<file path="src/rtl/dpoll_pkg.sv">
package dpoll_pkg;

    // Status-byte bit positions used by the judge
    localparam int STAT_BIT = 7;
    localparam int TMO_BIT  = 5;

    typedef enum logic [1:0] {
        ST_IDLE,
        ST_POLL,
        ST_RECHECK,
        ST_FINAL
    } dp_state_e;

    typedef enum logic [1:0] {
        V_MATCH,
        V_AGAIN,
        V_TIMEOUT
    } dp_verdict_e;

    typedef struct packed {
        logic       fin;
        logic       good;
        logic [7:0] byte_v;
    } dp_end_t;

    function automatic logic expected_bit(input logic is_erase, input logic [7:0] wr_byte);
        return is_erase ? 1'b1 : wr_byte[STAT_BIT];
    endfunction

endpackage

</file>
<file path="src/rtl/dpoll_judge.sv">
module dpoll_judge
    import dpoll_pkg::*;
(
    input  logic [7:0]  stat_byte,
    input  logic        exp_bit,
    output dp_verdict_e verdict
);
    always_comb begin
        if (stat_byte[STAT_BIT] == exp_bit)
            verdict = V_MATCH;
        else if (stat_byte[TMO_BIT])
            verdict = V_TIMEOUT;
        else
            verdict = V_AGAIN;
    end
endmodule

</file>
<file path="src/rtl/dpoll_limit.sv">
module dpoll_limit #(
    parameter int MAX_POLLS = 1024
) (
    input  logic clk,
    input  logic rst,
    input  logic clr,
    input  logic inc,
    output logic at_limit
);
    localparam int CW = (MAX_POLLS > 1) ? $clog2(MAX_POLLS) : 1;
    localparam logic [CW-1:0] LAST = CW'(MAX_POLLS - 1);

    logic [CW-1:0] cnt;

    always_ff @(posedge clk) begin
        if (rst || clr)
            cnt <= '0;
        else if (inc && cnt != LAST)
            cnt <= cnt + 1'b1;
    end

    assign at_limit = (cnt == LAST);
endmodule

</file>
<file path="src/rtl/dpoll_fsm.sv">
module dpoll_fsm
    import dpoll_pkg::*;
#(
    parameter int AW = 24
) (
    input  logic          clk,
    input  logic          rst,
    input  logic          start_i,
    input  logic [AW-1:0] addr_i,
    input  logic [7:0]    data_i,
    input  logic          erase_i,
    input  logic          rd_valid_i,
    input  logic [7:0]    rd_data_i,
    input  dp_verdict_e   verdict,
    input  logic          at_limit,
    output logic          exp_bit,
    output logic          cnt_clr,
    output logic          cnt_inc,
    output logic          busy_o,
    output logic          rd_req_o,
    output logic [AW-1:0] rd_addr_o,
    output logic          done_o,
    output logic          pass_o,
    output logic          fail_o,
    output logic [7:0]    result_o
);
    dp_state_e     st, st_n;
    logic [AW-1:0] addr_q;
    logic          exp_q;
    logic          load;
    logic          resp;
    dp_end_t       fin;

    assign resp = rd_valid_i && (st != ST_IDLE);

    always_comb begin
        st_n       = st;
        load       = 1'b0;
        cnt_clr    = 1'b0;
        cnt_inc    = 1'b0;
        fin.fin    = 1'b0;
        fin.good   = 1'b0;
        fin.byte_v = rd_data_i;
        unique case (st)
            ST_IDLE: begin
                if (start_i) begin
                    load    = 1'b1;
                    cnt_clr = 1'b1;
                    st_n    = ST_POLL;
                end
            end
            ST_POLL: begin
                if (resp) begin
                    unique case (verdict)
                        V_MATCH:   st_n = ST_FINAL;
                        V_TIMEOUT: st_n = ST_RECHECK;
                        default: begin
                            if (at_limit) begin
                                fin.fin = 1'b1;
                                st_n    = ST_IDLE;
                            end else begin
                                cnt_inc = 1'b1;
                            end
                        end
                    endcase
                end
            end
            ST_RECHECK: begin
                if (resp) begin
                    if (verdict == V_MATCH) begin
                        st_n = ST_FINAL;
                    end else begin
                        fin.fin = 1'b1;
                        st_n    = ST_IDLE;
                    end
                end
            end
            ST_FINAL: begin
                if (resp) begin
                    fin.fin  = 1'b1;
                    fin.good = 1'b1;
                    st_n     = ST_IDLE;
                end
            end
            default: st_n = ST_IDLE;
        endcase
    end

    always_ff @(posedge clk) begin
        if (rst) begin
            st       <= ST_IDLE;
            addr_q   <= '0;
            exp_q    <= 1'b0;
            done_o   <= 1'b0;
            pass_o   <= 1'b0;
            fail_o   <= 1'b0;
            result_o <= '0;
        end else begin
            st     <= st_n;
            done_o <= fin.fin;
            pass_o <= fin.fin && fin.good;
            fail_o <= fin.fin && !fin.good;
            if (fin.fin)
                result_o <= fin.byte_v;
            if (load) begin
                addr_q <= addr_i;
                exp_q  <= expected_bit(erase_i, data_i);
            end
        end
    end

    assign exp_bit   = exp_q;
    assign busy_o    = (st != ST_IDLE);
    assign rd_req_o  = (st != ST_IDLE);
    assign rd_addr_o = addr_q;
endmodule

</file>
<file path="src/rtl/dpoll_engine.sv">
module dpoll_engine
    import dpoll_pkg::*;
#(
    parameter int AW        = 24,
    parameter int MAX_POLLS = 1024
) (
    input  logic          clk,
    input  logic          rst,
    input  logic          start_i,
    input  logic [AW-1:0] addr_i,
    input  logic [7:0]    data_i,
    input  logic          erase_i,
    output logic          busy_o,
    output logic          rd_req_o,
    output logic [AW-1:0] rd_addr_o,
    input  logic          rd_valid_i,
    input  logic [7:0]    rd_data_i,
    output logic          done_o,
    output logic          pass_o,
    output logic          fail_o,
    output logic [7:0]    result_o
);
    dp_verdict_e verdict;
    logic        exp_bit;
    logic        cnt_clr;
    logic        cnt_inc;
    logic        at_limit;

    dpoll_judge u_judge (
        .stat_byte (rd_data_i),
        .exp_bit   (exp_bit),
        .verdict   (verdict)
    );

    dpoll_limit #(.MAX_POLLS(MAX_POLLS)) u_limit (
        .clk      (clk),
        .rst      (rst),
        .clr      (cnt_clr),
        .inc      (cnt_inc),
        .at_limit (at_limit)
    );

    dpoll_fsm #(.AW(AW)) u_fsm (
        .clk        (clk),
        .rst        (rst),
        .start_i    (start_i),
        .addr_i     (addr_i),
        .data_i     (data_i),
        .erase_i    (erase_i),
        .rd_valid_i (rd_valid_i),
        .rd_data_i  (rd_data_i),
        .verdict    (verdict),
        .at_limit   (at_limit),
        .exp_bit    (exp_bit),
        .cnt_clr    (cnt_clr),
        .cnt_inc    (cnt_inc),
        .busy_o     (busy_o),
        .rd_req_o   (rd_req_o),
        .rd_addr_o  (rd_addr_o),
        .done_o     (done_o),
        .pass_o     (pass_o),
        .fail_o     (fail_o),
        .result_o   (result_o)
    );
endmodule

</file>
<file path="config.mk">
export PLATFORM = sky130hd
export DESIGN_NAME = dpoll_engine
export DESIGN_NICKNAME = d
export VERILOG_FILES = /design/src/rtl/dpoll_pkg.sv /design/src/rtl/dpoll_judge.sv /design/src/rtl/dpoll_limit.sv /design/src/rtl/dpoll_fsm.sv /design/src/rtl/dpoll_engine.sv
export SDC_FILE = /design/constraint.sdc
export NUM_CORES = 1
export LEC_CHECK = 0
export BUFFER_PORTS_ARGS = -buffer_cell sky130_fd_sc_hd__buf_2
export CORE_ASPECT_RATIO = 1.1
export CORE_MARGIN = 5
export CORE_UTILIZATION = 47
export DETAILED_ROUTE_END_ITERATION = 10
export PLACE_DENSITY = 0.81
export SLEW_MARGIN = 25
export SYNTH_ARGS = -nofsm -noshare
export SYNTH_HDL_FRONTEND = slang
export SYNTH_SLANG_ARGS = --single-unit
</file>
<file path="constraint.sdc">
create_clock -name clk -period 1.9 [get_ports clk]
set_input_delay 0 -clock clk [delete_from_list [all_inputs] [get_ports clk]]
set_output_delay 0 -clock clk [all_outputs]
set_load 0.01 [all_outputs]
</file>
==> results of run 1 <==
Yosys cell counts:
cell type / count / area, um2
o41ai_1: 1 / 8.76
buf_4: 1 / 7.51
and4_1: 1 / 8.76
nand3_1: 4 / 20.0
clkbuf_1: 10 / 37.5
o31ai_1: 3 / 22.5
o2111a_1: 1 / 11.3
xor2_2: 1 / 16.3
o311a_1: 1 / 10.0
mux2i_1: 11 / 110
o22ai_1: 1 / 6.26
nor4b_2: 1 / 15.0
buf_2: 2 / 10.0
buf_1: 1 / 3.75
or3_1: 3 / 18.8
and3_1: 3 / 18.8
a21oi_1: 34 / 170
and3b_1: 1 / 8.76
nand2b_1: 21 / 131
or4_1: 3 / 22.5
nand3b_1: 1 / 7.51
o21ai_0: 5 / 25.0
nor2b_1: 2 / 12.5
nor3_1: 6 / 30.0
and2_1: 3 / 18.8
ha_1: 5 / 62.6
o311ai_1: 1 / 8.76
nand2_1: 53 / 199
o21bai_1: 1 / 7.51
nand4_1: 2 / 12.5
dfxtp_1: 48 / 961
a41oi_1: 1 / 8.76
inv_1: 5 / 18.8
nor2_1: 7 / 26.3
metal layers:
metal,track usage,vias to the layer above
met1,0.240,980
met2,0.347,102
met3,0.0957,14
met4,0.0793,0
li1,-,1041
met5,0,-
logic make-up (layout without fill, tap and decap cells):
group | count (synthesis) | count (layout) | share of synthesized area
muxes | 11 | 11 | 0.0535
adders and majority gates | 5 | 5 | 0.0304
xor gates and xnor gates | 1 | 1 | 0.00791
AOI/OAI and AO/OA | 49 | 49 | 0.136
DFF | 48 | 48 | 0.467
buffers and inverters | 19 | 130 | 0.0377
and+or+nand+nor | 111 | 111 | 0.268
state kept, by name, summed over array words and instances, names as in the netlist:
register	count
u_fsm.exp_bit	1
u_fsm.result_o	8
u_fsm.fail_o	1
u_fsm.rd_addr_o	24
u_limit.cnt	10
u_fsm.pass_o	1
u_fsm.done_o	1
u_fsm.st	2
final cells by class:
| cell class | instances | area share |
|---|---|---|
| clock buffers | 5 | 0.0231 |
| repair buffers | 117 | 0.266 |
| clock inverters | 3 | 0.00715 |
| multi-input cells | 177 | 0.351 |
| inverters | 5 | 0.00631 |
| well taps | 54 | 0.0227 |
| flip-flops and latches | 48 | 0.324 |
where the power goes:
group          total [mW]  internal, mW  switching (mW)  leakage, nW
sequential           1.16          1.10          0.0557        0.392
combinational       0.765         0.333           0.432        0.933
clock               0.632         0.262           0.370       0.0445
critical path, delay by kind of cell (launching register included):
family,cells,cell delay [ns]
AO/OA/AOI/OAI,1,0.14
adder cells (fa/ha/maj),1,0.21
buffers and inverters,2,0.28
flip-flops,1,0.37
AND/OR/NAND/NOR,2,0.76
final timing paths:
check,from,cells after the start,to
min reg2reg,u_fsm.rd_addr_o[6]$_SDFFE_PP0P_,2,u_fsm.rd_addr_o[6]$_SDFFE_PP0P_
max reg2reg,u_fsm.st[0]$_SDFFE_PP0P_,6,u_limit.cnt[3]$_SDFFE_PP0P_
min,rst,2,u_fsm.done_o$_SDFF_PP0_
max,u_fsm.st[0]$_SDFFE_PP0P_,6,u_limit.cnt[3]$_SDFFE_PP0P_
through the flow:
stage               hold WS [ns]  std cells
floorplan                  0.136        244
global placement           0.240        365
detailed placement         0.245        365
CTS                       0.0972        407
global route               0.135        409
finish                    0.0981        409
repair_timing:
action	in CTS	in global routing
buffers inserted	0	2
endpoints found under the hold margin	33	0
endpoints found under the setup margin	0	6
resized for setup	0	6
hold buffers	34	0
==> results.cfg, run 1 <==
[status]
status = complete, no violations

[floorplan]
start_util = 0.484
ioPinCount = 82
core_area_um2 = 4250
die_w_um = 73.1
die_h_um = 79.4
num_rows = 25
die_area_um2 = 5800

[drt]
top_layer_used = met4
vias = 2137
drt-met1-wl_mm = 2.34
route.met3.wl_um = 697
vias_per_cell = 5.22
routed_wl_mm = 6.05
final_antenna_net_count = 0
drc = 0
firstDrtPassIters = 4
wl_met2_mm = 2.92
drtIter0Drc = 123
wl_per_cell_um = 14.8

[layout]
multi_input_area_um2 = 1040
finalCoreUtilization = 0.699
fillerInstances = 319
drive_gt1_frac = 0.276
insertedDiodeCount = 0
layout.nets = 404
regArea_um2 = 963
final_area_um2 = 2970
final_common_cell = buf_2
final_cell_mix = 74 x buf_2, 53 x nand2_1, 46 x dfxtp_1
area_growth_pct = 44.6

[power_and_ir_drop]
vdd_drop_max_mv = 0.650
leakage_nw = 1.37
p_total_mw = 2.55
power_density_nw_per_um2 = 858

[setup_path]
worstPathRequired_ns = 2.13
critPathMaxFanout = 5
reg2reg_slack_ns = 0.06
critPathKind = flop to flop
crit_arrival_ns = 2.08
path_cells = inv_1, ha_1, nand3b_1, buf_4, or4_1, a21oi_1
startpoint_type = flop
crit_path_max_incr_delay_ns = 0.46
cp-end-kind = flop
cpMaxStageDelayCell = or4_1

[timing]
skew_ns = 0.0156
worst_slew_pin_slew_ns = 0.395
fmax_ghz = 0.542
worst_slack_ns = 0.0564
layout_min_cycle_time_ns = 1.84
hold_viol_final = 0
finalCritPeriodShare = 0.970
slew_viol_final = 0
setup_violations = 0
relSlewSlack = 0.737
fin_tns_setup_ns = 0

[global_route]
grt_pass1_vias = 2180
grt_util_all_layers = 0.212
grt_max_degree = 29
grt_pass1_wl_mm = 9.68
antenna_found_initial = 0
grt-ovfl-total = 0

[clock_network]
htree_levels = 2
cts_tree = done
numCtsBuffers = 5
clk_transition_reported_paths_ns = 0.10
cts_buffer_depth = 2
cts_root_buffer = clkbuf_8
cts_sinks = 48
worstSkewPairLatency_ns = 0.31

[place]
dp_slack_ns = 0.0603
io_buffers = 74
placedInstanceArea_um2 = 2500
gp_congestion = 0.801
hpwl_mm = 3.56

[run]
drv_cap = 0

[worst_hold_path]
worstHoldPathType = input port to flop

[logic_synthesis]
ys_seq_elements = 48
syn_area_um2 = 2060
syn_avg_cell_area_um2 = 8.43
synth.distinct_cells = 34
yosys_warnings = 0
synth_fp_nets = 294
netlist_instances = 244
ys_seq_area_frac = 0.467
No activity file was read; power rests on OpenSTA's default activity.
==> inputs of run 2 (changes only) <==
- ABC_AREA: unset -> 1
- CORE_ASPECT_RATIO: 1.1 -> 1.25
- CORE_UTILIZATION: 47 -> 48
- PLACE_DENSITY: 0.81 -> 0.82
==> results.cfg, run 2 <==
[setup_path]
worstPathRequired_ns = 2.08
crit_path_max_incr_delay_ns = 0.40
crit_arrival_ns = 1.88
rr_worst_depth = 8
path_cells = ha_1, nand3_2, nor2_2, nand2_2, nand3_1, clkinv_1, nand2_1, a21oi_1
critPathBufInv = 1
path_delay_family = simple AND/OR/NAND/NOR gates
cpMaxStageDelayCell = dfxtp_1
critPathMaxFanout = 9
cp_num_cells = 8
startpoint_type = flop
critPathKind = flop to flop
cp-end-kind = flop

[logic_synthesis]
ys_seq_area_frac = 0.450
ys_async_sr_fraction = 0
syn_avg_cell_area_um2 = 7.34
synth_fp_nets = 341
ys_top_cells_by_area = dfxtp_1 45%, nor2_1 12%, nand2_1 8.3%
ys_seq_elements = 48
synth_commonest_cells = 67 x nor2_1, 48 x dfxtp_1, 47 x nand2_1
yosys_warnings = 0
syn_area_um2 = 2140
netlist_instances = 291
yosysMostFrequentCell = nor2_1
synth_top_cell_area_share = 0.450
synthFlopType = dfxtp_1
synth_area_leader_cell = dfxtp_1
synth.distinct_cells = 28
synth-edff-count = 0

[run]
drv_cap = 0

[drt]
final_antenna_net_count = 0
vias = 2205
wl_per_cell_um = 12.0
vias_per_cell = 4.80
drtIter0Drc = 89
routed_wl_mm = 5.50
firstDrtPassIters = 4
drc = 0

[place]
hpwl_mm = 3.48
dp_slack_ns = 0.227
gp_congestion = 0.776
io_buffers = 74
dp.cells = 417
placedInstanceArea_um2 = 2560

[clock_network]
worstSkewPairLatency_ns = 0.30
cts_tree = done
htree_levels = 2
clk_transition_reported_paths_ns = 0.09
cts_root_buffer = clkbuf_8
cts_sinks = 48
cts_buffer_depth = 2
numCtsBuffers = 5

[layout]
final_cell_mix = 74 x buf_2, 66 x nor2_1, 48 x dfxtp_1
largest_register_ffs = 24
drive_gt1_frac = 0.257
final_area_um2 = 3000
insertedDiodeCount = 0
layout.nets = 450
finalCoreUtilization = 0.688
final_common_cell = buf_2
area_growth_pct = 40.4
fin_cells = 459

[timing]
fin_tns_setup_ns = 0
fin_hold_ws_ns = 0.0195
skew_ns = 0.00535
worst_slack_ns = 0.207
finalCritPeriodShare = 0.891
relSlewSlack = 0.573
worst_slew_pin_slew_ns = 0.640
hold_viol_final = 0
slew_viol_final = 0
fmax_ghz = 0.591
setup_violations = 0
layout_min_cycle_time_ns = 1.69
rsz0062_at_grt = false

[status]
status = complete, no violations

[global_route]
grt_util_all_layers = 0.189
grt_pass1_wl_mm = 9.34
grt_max_degree = 28
grt_pass1_vias = 2153
grt-ovfl-total = 0
antenna_found_initial = 0

[worst_hold_path]
worstHoldPathType = input port to flop
hold_depth = 3

[floorplan]
start_util = 0.490
die_w_um = 69.7
ioPinCount = 82
num_rows = 27
core_area_um2 = 4360
die_h_um = 84.6
die_area_um2 = 5890

[power_and_ir_drop]
leakage_nw = 1.42
vdd_drop_max_mv = 0.833
p_total_mw = 3.08
power_density_nw_per_um2 = 1030
run 2: layer usage:
metal  vias up  GRT usage  wire (um)
li1       1131          -          -
met1       993      0.212       2240
met2        66      0.320       2690
met3        15     0.0671        425
met4         0     0.0854        144
met5         -          0          0
run 2: layout make-up:
| cell class | count | area (um2) |
|---|---|---|
| timing repair buffer | 113 | 748 |
| clock buffer | 6 | 82.6 |
| fill | 332 | 1360 |
| tap | 58 | 72.6 |
| multi-input combinational | 201 | 1000 |
| sequential | 48 | 961 |
| clock inverter | 2 | 13.8 |
| inverter | 31 | 116 |
run 2: report_power, final:
part | total [mW] | switching [mW] | internal (mW)
combinational | 1.16 | 0.701 | 0.462
sequential | 1.28 | 0.0974 | 1.18
clock | 0.633 | 0.335 | 0.298
total | 3.08 | 1.13 | 1.94
run 2: cells by family after synthesis:
group | synth area share
AOI/OAI and AO/OA | 0.140
DFF | 0.450
buffers and inverters | 0.0814
adders and majority gates | 0.0293
and+or+nand+nor | 0.271
xor gates and xnor gates | 0.0287
run 2: final timing paths:
path,from,slack (ns),to
hold reg to reg,u_fsm.rd_addr_o[2]$_SDFFE_PP0P_,0.48,u_fsm.rd_addr_o[2]$_SDFFE_PP0P_
hold / removal,erase_i,0.02,u_fsm.exp_bit$_SDFFE_PP0P_
setup / recovery,u_limit.cnt[0]$_SDFFE_PP0P_,0.21,u_limit.cnt[5]$_SDFFE_PP0P_
setup reg to reg,u_limit.cnt[0]$_SDFFE_PP0P_,0.21,u_limit.cnt[5]$_SDFFE_PP0P_
run 2: timing repair:
item,4_1_cts,5_1_grt
endpoints found under the setup margin,0,1
setup buffers,0,0
hold buffers,34,0
endpoints found under the hold margin,36,0
resized for setup,0,1
run 2: worst register-to-register path, delay by kind of cell, from the launching register on:
| family | cells | cell delay [ns] |
|---|---|---|
| buffers and inverters | 1 | 0.25 |
| DFF | 1 | 0.40 |
| adders and majority gates | 1 | 0.27 |
| and+or+nand+nor | 5 | 0.59 |
| AOI/OAI and AO/OA | 1 | 0.07 |
